**src/rtl/tpg_pkg.sv**
```systemverilog
package tpg_pkg;

    localparam int unsigned MAX_LEN  = 32;
    localparam int unsigned LEN_W    = $clog2(MAX_LEN);
    localparam int unsigned EXP_W    = 3;
    localparam int unsigned RCNT_W   = 24;

    typedef enum logic [1:0] {
        ST_IDLE   = 2'd0,
        ST_PRBS   = 2'd1,
        ST_REPEAT = 2'd2
    } tpg_state_e;

    // terminal count of the decade rate counter: 10^k - 1, zero for k = 0
    function automatic logic [RCNT_W-1:0] decade_term(input logic [EXP_W-1:0] k);
        logic [RCNT_W-1:0] acc;
        acc = 1;
        for (int i = 0; i < 7; i++) begin
            if (i < int'(k)) acc = acc * 10;
        end
        return (k == 0) ? '0 : acc - 1'b1;
    endfunction

endpackage

```
**src/rtl/tpg_shift_core.sv**
```systemverilog
module tpg_shift_core
    import tpg_pkg::*;
#(
    parameter int unsigned W  = MAX_LEN,
    parameter int unsigned LW = LEN_W
) (
    input  logic          clk,
    input  logic          rst_n,
    input  logic          load,
    input  logic          step,
    input  logic          rep_in,
    input  logic [LW-1:0] len_in,
    input  logic [LW-1:0] tap_in,
    input  logic [W-1:0]  seed_in,
    output logic          bit_out
);

    logic [W-1:0]  state_q;
    logic [LW-1:0] len_q;
    logic [LW-1:0] tap_q;
    logic          rep_q;
    logic [W-1:0]  mask_q;
    logic [W-1:0]  mask_in;
    logic          tap_bit;
    logic          fb;
    logic [W-1:0]  nxt;

    always_comb begin
        logic [W:0] wide;
        wide    = ({{W{1'b0}}, 1'b1} << ({1'b0, len_in} + 1'b1)) - 1'b1;
        mask_in = wide[W-1:0];
    end

    assign bit_out = state_q[len_q];
    assign tap_bit = (!rep_q && tap_q != '0 && tap_q <= len_q) ? state_q[tap_q - 1'b1] : 1'b0;
    assign fb      = bit_out ^ tap_bit;
    assign nxt     = ((state_q << 1) | {{(W-1){1'b0}}, fb}) & mask_q;

    always_ff @(posedge clk or negedge rst_n) begin
        if (!rst_n) begin
            state_q <= '0;
            len_q   <= '0;
            tap_q   <= '0;
            rep_q   <= 1'b0;
            mask_q  <= '0;
        end else if (load) begin
            state_q <= seed_in & mask_in;
            len_q   <= len_in;
            tap_q   <= tap_in;
            rep_q   <= rep_in;
            mask_q  <= mask_in;
        end else if (step) begin
            state_q <= nxt;
        end
    end


    hold_when_idle_chk: assert property (@(posedge clk) disable iff (!rst_n)
        (!step && !load) |=> $stable(state_q));


    bits_above_len_chk: assert property (@(posedge clk) disable iff (!rst_n)
        (state_q & ~mask_q) == '0);

endmodule

```
**src/rtl/tpg_err_gen.sv**
```systemverilog
module tpg_err_gen
    import tpg_pkg::*;
#(
    parameter int unsigned EW = EXP_W,
    parameter int unsigned CW = RCNT_W
) (
    input  logic          clk,
    input  logic          rst_n,
    input  logic          step,
    input  logic          err_one,
    input  logic          rate_en,
    input  logic [EW-1:0] rate_exp,
    output logic          flip
);

    logic          pend_q;
    logic          pend_now;
    logic          one_fire;
    logic          rate_fire;
    logic          restart;
    logic [EW-1:0] exp_q;
    logic [CW-1:0] cnt_q;
    logic [CW-1:0] term;

    assign pend_now  = pend_q | err_one;
    assign one_fire  = step & pend_now;
    assign restart   = !rate_en || (rate_exp != exp_q);
    assign term      = decade_term(exp_q);
    assign rate_fire = step && !restart && (exp_q != '0) && (cnt_q == term);
    assign flip      = one_fire | rate_fire;

    always_ff @(posedge clk or negedge rst_n) begin
        if (!rst_n) begin
            pend_q <= 1'b0;
            exp_q  <= '0;
            cnt_q  <= '0;
        end else begin
            pend_q <= pend_now & ~step;
            exp_q  <= rate_exp;
            if (restart) begin
                cnt_q <= '0;
            end else if (step) begin
                cnt_q <= (cnt_q == term) ? '0 : cnt_q + 1'b1;
            end
        end
    end


    pend_clears_chk: assert property (@(posedge clk) disable iff (!rst_n)
        (step && !err_one) |=> !pend_q);


    rate_cnt_bound_chk: assert property (@(posedge clk) disable iff (!rst_n)
        cnt_q <= decade_term(exp_q));


    rate_restart_chk: assert property (@(posedge clk) disable iff (!rst_n)
        !rate_en |=> cnt_q == '0);

endmodule

```
**src/rtl/tpg_top.sv**
```systemverilog
module tpg_top
    import tpg_pkg::*;
#(
    parameter int unsigned W  = MAX_LEN,
    parameter int unsigned LW = LEN_W,
    parameter int unsigned EW = EXP_W,
    parameter int unsigned CW = RCNT_W
) (
    input  logic          clk,
    input  logic          rst_n,
    input  logic          ce,
    input  logic          load,
    input  logic          rep_mode,
    input  logic [LW-1:0] len_m1,
    input  logic [LW-1:0] tap,
    input  logic [W-1:0]  seed,
    input  logic          invert,
    input  logic          err_one,
    input  logic          rate_en,
    input  logic [EW-1:0] rate_exp,
    output logic          dout,
    output logic          dout_vld
);

    tpg_state_e state_q;
    tpg_state_e state_d;
    logic       running;
    logic       step;
    logic       core_bit;
    logic       flip;

    assign running = (state_q != ST_IDLE);
    assign step    = ce && running && !load;

    always_comb begin
        state_d = state_q;
        unique case (state_q)
            ST_IDLE, ST_PRBS, ST_REPEAT: begin
                if (load) state_d = rep_mode ? ST_REPEAT : ST_PRBS;
            end
            default: state_d = ST_IDLE;
        endcase
    end

    always_ff @(posedge clk or negedge rst_n) begin
        if (!rst_n) state_q <= ST_IDLE;
        else        state_q <= state_d;
    end

    always_ff @(posedge clk or negedge rst_n) begin
        if (!rst_n) begin
            dout     <= 1'b0;
            dout_vld <= 1'b0;
        end else begin
            dout_vld <= step;
            if (step) dout <= core_bit ^ invert ^ flip;
        end
    end

    tpg_shift_core #(.W(W), .LW(LW)) u_core (
        .clk     (clk),
        .rst_n   (rst_n),
        .load    (load),
        .step    (step),
        .rep_in  (rep_mode),
        .len_in  (len_m1),
        .tap_in  (tap),
        .seed_in (seed),
        .bit_out (core_bit)
    );

    tpg_err_gen #(.EW(EW), .CW(CW)) u_err (
        .clk      (clk),
        .rst_n    (rst_n),
        .step     (step),
        .err_one  (err_one),
        .rate_en  (rate_en),
        .rate_exp (rate_exp),
        .flip     (flip)
    );


    idle_silent_chk: assert property (@(posedge clk) disable iff (!rst_n)
        (state_q == ST_IDLE) |-> !dout_vld);


    load_no_bit_chk: assert property (@(posedge clk) disable iff (!rst_n)
        load |=> !dout_vld);


    vld_needs_ce_chk: assert property (@(posedge clk) disable iff (!rst_n)
        dout_vld |-> $past(ce));


    dout_holds_chk: assert property (@(posedge clk) disable iff (!rst_n)
        !dout_vld |-> $stable(dout));

endmodule

```
**config.mk**
```make
export PLATFORM = sky130hd
export DESIGN_NAME = tpg_top
export DESIGN_NICKNAME = d
export VERILOG_FILES = /design/src/rtl/tpg_pkg.sv /design/src/rtl/tpg_shift_core.sv /design/src/rtl/tpg_err_gen.sv /design/src/rtl/tpg_top.sv
export SDC_FILE = /design/constraint.sdc
export NUM_CORES = 1
export LEC_CHECK = 0
export BUFFER_PORTS_ARGS = -buffer_cell sky130_fd_sc_hd__buf_2
export CAP_MARGIN = 20
export CORE_MARGIN = 3
export CORE_UTILIZATION = 60
export DETAILED_ROUTE_END_ITERATION = 6
export PLACE_DENSITY = 0.81
export SETUP_SLACK_MARGIN = 0.02
export SYNTH_ARGS = -nofsm -noshare
export SYNTH_HDL_FRONTEND = slang
export SYNTH_SLANG_ARGS = --single-unit
```
**constraint.sdc**
```tcl
create_clock -name clk -period 19.5 [get_ports clk]
set_input_delay 3.9 -clock clk [delete_from_list [all_inputs] [get_ports clk]]
set_output_delay 3.9 -clock clk [all_outputs]
set_load 0.03 [all_outputs]
```
==> metrics.txt, run 1 <==
Arr. time, crit path 11.66 ns; row cnt 50; prevailing post-synth register cell dfrtp_1; WS Path Type register to register; Final period util 58.6%; ant diodes 0; Relative slew margins 36.9%; post-route ant nets 0; Seq/Total Area, Yosys 22.4%; 1st-iter DRT viols 1224; Setup crit start kind register; CP required 19.74 ns; die height 147 um; die area 21600 sq um; Final Total Pwr 989 uW; I/O pins 55; status complete, no violations; synthesis-to-layout area growth 5.47%; setup bufs post-CTS 0; CTS tree done; Clock Sinks 107; Final Hold Fails 0; Synth cell types 92; DP Area 12300 sq um; count leader, synth nor2_1; Reg clk slew, reported paths 0.08 ns; maximum vdd ir drop 0.0000532 V; global-route usage over all layers 30.6%; Worst path most repeated cell ha_1; Die X 147 um; Root Buffer clkbuf_16; unrepaired setup endpoints after global routing false; Async SR Flop Fraction 100%; Avg Cell Area, Syn 8.09 sq um; final hold slack 0.470 ns; DR vias/cell 6.68; Final Cell Area 12600 sq um; CP max-delay cell or3b_2; first-pass GRT wire length 55.0 mm; initial antenna violation count 0; part of the power in the clock network 21.2%; Max FO, Critical Path 37; Initial DRT Pass Iterations 5; DP HPWL 25.3 mm; Comb power frac 52.1%; layout cell share with drive strength beyond 1 11.6%; Gate Count Post-Synth 1477; Setup crit end kind register; Internal 565 uW; Post-Route Utilization 65.8%; largest net degree at the start of global routing 100; gp weighted congestion 0.969; clock skew 0.00943 ns; DRC violations left 0; setup_tns 0 ns; Seq pwr share 26.6%; Synth Warn # 0; cts hold-fix bufs 0; CP peak stage delay 0.51 ns; largest area contributor in the netlist dfrtp_1; Starting Density 62.4%; Hold WC Path Type register to register; Yosys top cell area share 22.4%; EDFF count, synth 0; Pins Over Slew Limit 0; Synth Cell Area 11900 sq um; max cap viols 0; top cells by area in the synthesized netlist dfrtp_1, ha_1, nor2_1; H-tree depth 3; min Tclk post-route 11.42 ns; post-CTS sizing 0; most frequent cells after synthesis nor2_1, nand2_1, ha_1; Net Sw Frac 42.9%; clk_lat worst skew 0.36 ns; TritonCTS Buffers 9; pwr/cell area 78.5 nW/um^2; Max clock buf depth 2; slew at the pin with the worst max-slew slack 0.946 ns; IO Port Bufs 54; Layout Nets 1642; Fmax achieved 87.6 MHz; grt total ovfl 0; Static Leak 5.62 nW; vias in the first global route 10655; Yosys reg bits 107; Switch Pwr 424 uW; core area 19100 sq um; Final setup viols 0; Total Wirelength 33.8 mm; Avg WL per Cell 19.4 um; Vias 11604
path summary, 6_finish.rpt:
kind | start | to | slack, ns | cells past startpoint
worst max-delay path | u_err.exp_q[1] | u_err.cnt_q[12] | 8.08 | 42
worst min-delay path | u_core.mask_q[0] | u_core.mask_q[0] | 0.47 | 1
worst max register to register | u_err.exp_q[1] | u_err.cnt_q[12] | 8.08 | 42
worst min register to register | u_core.mask_q[0] | u_core.mask_q[0] | 0.47 | 1
max in group asynchronous | rst_n | u_core.len_q[4] | 14.71 | 2
min in group asynchronous | rst_n | u_err.cnt_q[22] | 3.52 | 1
placed cells by master (no fill, tap or decap), types with 6 or more instances in the layout:
cell / synthesis / final
o211ai_1: 11 / 11
mux4_2: 20 / 20
buf_4: 4 / 12
o21ai_0: 93 / 93
o21a_1: 18 / 18
nand3_1: 64 / 64
o22ai_1: 20 / 20
nand3b_1: 7 / 7
a21o_1: 21 / 21
buf_2: 4 / 53
o21ai_1: 9 / 9
a22o_1: 11 / 11
and2_1: 13 / 13
xnor2_1: 50 / 50
a21oi_1: 99 / 99
a211o_1: 8 / 8
mux2i_1: 19 / 19
nand2_1: 130 / 130
conb_1: 2 / 6
mux2_2: 22 / 22
and3_1: 37 / 37
dfrtp_1: 107 / 107
a21boi_0: 6 / 6
a31oi_1: 32 / 32
xor2_1: 23 / 23
nor3b_1: 6 / 6
inv_1: 50 / 50
nand4_1: 17 / 17
or3_1: 13 / 13
or2_2: 13 / 13
ha_1: 114 / 114
nor4_1: 6 / 6
nor2b_1: 14 / 14
nor2_1: 134 / 134
clkbuf_16: 0 / 9
nand2b_1: 15 / 15
a211oi_1: 22 / 22
nor3_1: 49 / 49
a221o_1: 12 / 12
registers in the layout, indices dropped and copies added, names as in the netlist:
signal          flops
u_core.mask_q      32
u_core.state_q     32
u_err.cnt_q        24
u_core.len_q        5
u_core.tap_q        5
u_err.exp_q         3
state_q             2
dout                1
dout_vld            1
u_core.rep_q        1
u_err.pend_q        1
metrics by stage:
stage	instances	setup slack, ns
3_3_place_gp	1721	8.80
6_report	1737	8.08
4_1_cts	1737	8.30
5_1_grt	1737	7.19
3_5_place_dp	1721	8.34
2_1_floorplan	1481	9.28
power groups by stage:
stage	clock network (mW)	registers, mW	logic [mW]
after floorplan	0	0.259	0.394
after global placement	0	0.265	0.493
after detailed placement	0	0.267	0.502
after CTS	0.212	0.263	0.505
after global routing	0.220	0.266	0.568
final	0.210	0.264	0.516
area by class of cell:
type                            count  area (sq um)
Multi-Input combinational cell   1237          8700
Fill cell                        1620          6540
Sequential cell                   107          2680
Timing Repair Buffer               65           355
Tap cell                          260           325
Clock buffer                        9           225
Inverter                           52           195
Clock inverter                      7           116
routing by layer:
layer  global-route usage (%)  part of all wire, %
met1                     45.1                   45
met3                     5.00                  8.2
met2                     47.9                   45
met5                        0                    0
met4                     5.78                  1.6
critical path, delay by kind of cell, from the launching register on:
| family | cells | cell delay, ns |
|---|---|---|
| compound gates | 19 | 4.80 |
| xor+xnor | 2 | 0.28 |
| fa+ha+maj | 8 | 2.80 |
| buf+inv | 3 | 0.48 |
| flops | 1 | 0.38 |
| mux | 1 | 0.25 |
| simple gates | 9 | 2.34 |
logic make-up (layout without fill, tap and decap cells):
kind of cell    Yosys count  after routing  synth area share, %
compound gates          438            438                 24.8
xor+xnor                 73             73                 5.35
fa+ha+maj               117            117                 12.4
buf+inv                 137            133                 4.85
flops                   107            107                 22.4
mux                      61             61                 7.44
other cells               2              6               0.0629
simple gates            542            542                 22.6
Note: power is estimated with default switching activity, not from simulation.
==> run 2: changes to the inputs <==
- CORE_UTILIZATION: 60 -> 58
- PLACE_DENSITY: 0.81 -> 0.82
- clock period: 19.5 -> 10.3 ns (I/O delays scaled with it)
==> run 2 against run 1 <==
Compared with the run above:
- sequential share of layout area fell by 0.60 points
- worst setup slack lost 7.8 ns
- combinational power up 100%
- register-to-register slack got worse by 7.8 ns
- core utilization fell by 0.49 points
==> metrics.txt, run 2 (same netlist as run 1, synthesis figures left out) <==
status complete, no violations (unchanged); die height 150 um (was 147 um); RR Endpoint u_err.cnt_q[23] (was u_err.cnt_q[12]); Max clock buf depth 2 (unchanged); Final Cell Area 13000 sq um (was 12600 sq um); I/O pins 55 (unchanged); CTS tree done (unchanged); clock skew 0.0142 ns (was 0.00943 ns); Hold WC Path Type register to register (unchanged); IO Port Bufs 54 (unchanged); Worst path most repeated cell ha_1 (unchanged); synthesis-to-layout area growth 8.52% (was 5.47%); Initial DRT Pass Iterations 6 (was 5); Final Hold Fails 0 (unchanged); DRC violations left 0 (unchanged); H-tree depth 3 (unchanged); vias in the first global route 10675 (was 10655); first-pass GRT wire length 54.7 mm (was 55.0 mm); gp weighted congestion 0.979 (was 0.969); DP HPWL 25.0 mm (was 25.3 mm); Total Wirelength 33.8 mm (about the same); Arr. time, crit path 10.20 ns (was 11.66 ns); Top delay family on crit path simple AND/OR/NAND/NOR gates (was compound AO/OA/AOI/OAI gates); die area 22400 sq um (was 21600 sq um); most frequent cells in the layout nor2_1, nand2_1, dfrtp_1 (was nor2_1, nand2_1, ha_1); slew at the pin with the worst max-slew slack 0.946 ns (about the same); Pins Over Slew Limit 0 (unchanged); Vias 11766 (was 11604); Clock Sinks 107 (unchanged); WP depth 41 (was 42); global-route usage over all layers 29.6% (was 30.6%); pwr/cell area 146 nW/um^2 (was 78.5 nW/um^2); max cap viols 0 (unchanged); Final setup viols 0 (unchanged); R2R setup slack 0.33 ns (was 8.08 ns); Worst R2R Start u_err.exp_q[1] (unchanged); Setup crit start kind register (unchanged); ant diodes 0 (unchanged); Reg clk slew, reported paths 0.08 ns (about the same); Buffers & Inverters on Critical Path 5 (was 3); DR vias/cell 6.67 (was 6.68); cts hold-fix bufs 0 (unchanged); clk_lat worst skew 0.35 ns (was 0.36 ns); DP Area 12300 sq um (about the same); 1st-iter DRT viols 1067 (was 1224); Relative slew margins 36.4% (was 36.9%); Worst Reg-to-Reg Cells 41 (was 42); CP peak stage delay 0.56 ns (was 0.51 ns); min Tclk post-route 9.97 ns (was 11.42 ns); commonest non-fill, non-tap cell in the layout nor2_1 (unchanged); Starting Density 60.2% (was 62.4%); Setup crit end u_err.cnt_q[23] (was u_err.cnt_q[12]); Final Total Pwr 1.90 mW (was 989 uW); maximum vdd ir drop 0.0000867 V (was 0.0000532 V); Avg WL per Cell 19.2 um (was 19.4 um); WS Path Type register to register (unchanged); Die X 150 um (was 147 um); CP required 10.53 ns (was 19.74 ns); largest net degree at the start of global routing 91 (was 100); row cnt 51 (was 50); Max FO, Critical Path 16 (was 37); layout cell share with drive strength beyond 1 15.3% (was 11.6%); Layout Nets 1665 (was 1642); Static Leak 5.77 nW (was 5.62 nW); core area 19800 sq um (was 19100 sq um); fillers 1618 (was 1620); TritonCTS Buffers 9 (unchanged); CP max-delay cell or4_1 (was or3b_2); initial antenna violation count 0 (unchanged); Top Registers u_core.mask_q: 32 flops, u_core.state_q: 32 flops, u_err.cnt_q: 24 flops (unchanged); Setup crit end kind register (unchanged); grt total ovfl 0 (unchanged); Setup crit start u_err.exp_q[1] (unchanged); Final period util 96.8% (was 58.6%); Root Buffer clkbuf_16 (unchanged); Fmax achieved 100 MHz (was 87.6 MHz); post-route ant nets 0 (unchanged)
run 2: changes by cell type in the layout (fill, tap and decap cells not counted), moves of 3 or more:
cell	before	now
a21oi_2	2	8
ha_2	0	7
nor2_2	1	4
nor2_1	134	131
ha_1	114	106
a21oi_1	99	93
a211oi_1	22	19
o21ai_0	93	90
buf_4	12	33
run 2: layer usage:
layer	share of wire, %	track usage (%)	vias to the layer above	wire length, um
met5	0	0	-	0
met4	2.4	7.69	0	822
met3	7.7	3.39	73	2610
met2	46	48.4	563	15700
met1	44	42.1	5591	14700
li1	-	-	5539	-
run 2: where the power goes:
part / switching, mW / internal [mW]
Sequential: 0.0406 / 0.457
Clock: 0.172 / 0.179
Combinational: 0.612 / 0.437
Total: 0.825 / 1.07
run 2: cell type report:
cell class | instances | area, sq um | area share, %
clock buffer | 10 | 239 | 1.84
clock inverter | 6 | 65.1 | 0.502
inverter | 52 | 195 | 1.51
multi-input combinational | 1238 | 8920 | 68.8
sequential | 107 | 2680 | 20.7
tap | 265 | 332 | 2.56
timing repair buffer | 87 | 533 | 4.11
run 2: how the worst min path moves through the flow:
stage,start,end,slack [ns],depth (start not counted)
after CTS,u_core.mask_q[0],u_core.mask_q[0],0.47,1
after global routing,u_core.mask_q[0],u_core.mask_q[0],0.49,1
after floorplan,u_core.mask_q[0],u_core.mask_q[0],0.43,1
after global placement,u_core.mask_q[0],u_core.mask_q[0],0.45,1
final,u_core.mask_q[0],u_core.mask_q[0],0.48,1
after detailed placement,u_core.mask_q[0],u_core.mask_q[0],0.45,1
run 2: metrics by stage:
step / worst slack (ns) / hold WS, ns / setup TNS [ns] / util, % / cells
6_report: 0.327 / 0.481 / 0 / 65.3 / 1765
5_1_grt: -0.0813 / 0.490 / -0.665 / 65.3 / 1765
4_1_cts: 0.0866 / 0.474 / 0 / 63.9 / 1756
3_5_place_dp: -0.167 / 0.449 / -1.70 / 62.1 / 1735
3_3_place_gp: 0.202 / 0.451 / 0 / 62.1 / 1735
2_1_floorplan: 0.0823 / 0.427 / 0 / - / 1481
run 2: repair_timing:
action,in CTS,in global routing
gates resized for setup,1,48
setup endpoints to repair,25,25
pin swaps,3,11
buffers inserted,4,9
cloned,1,0
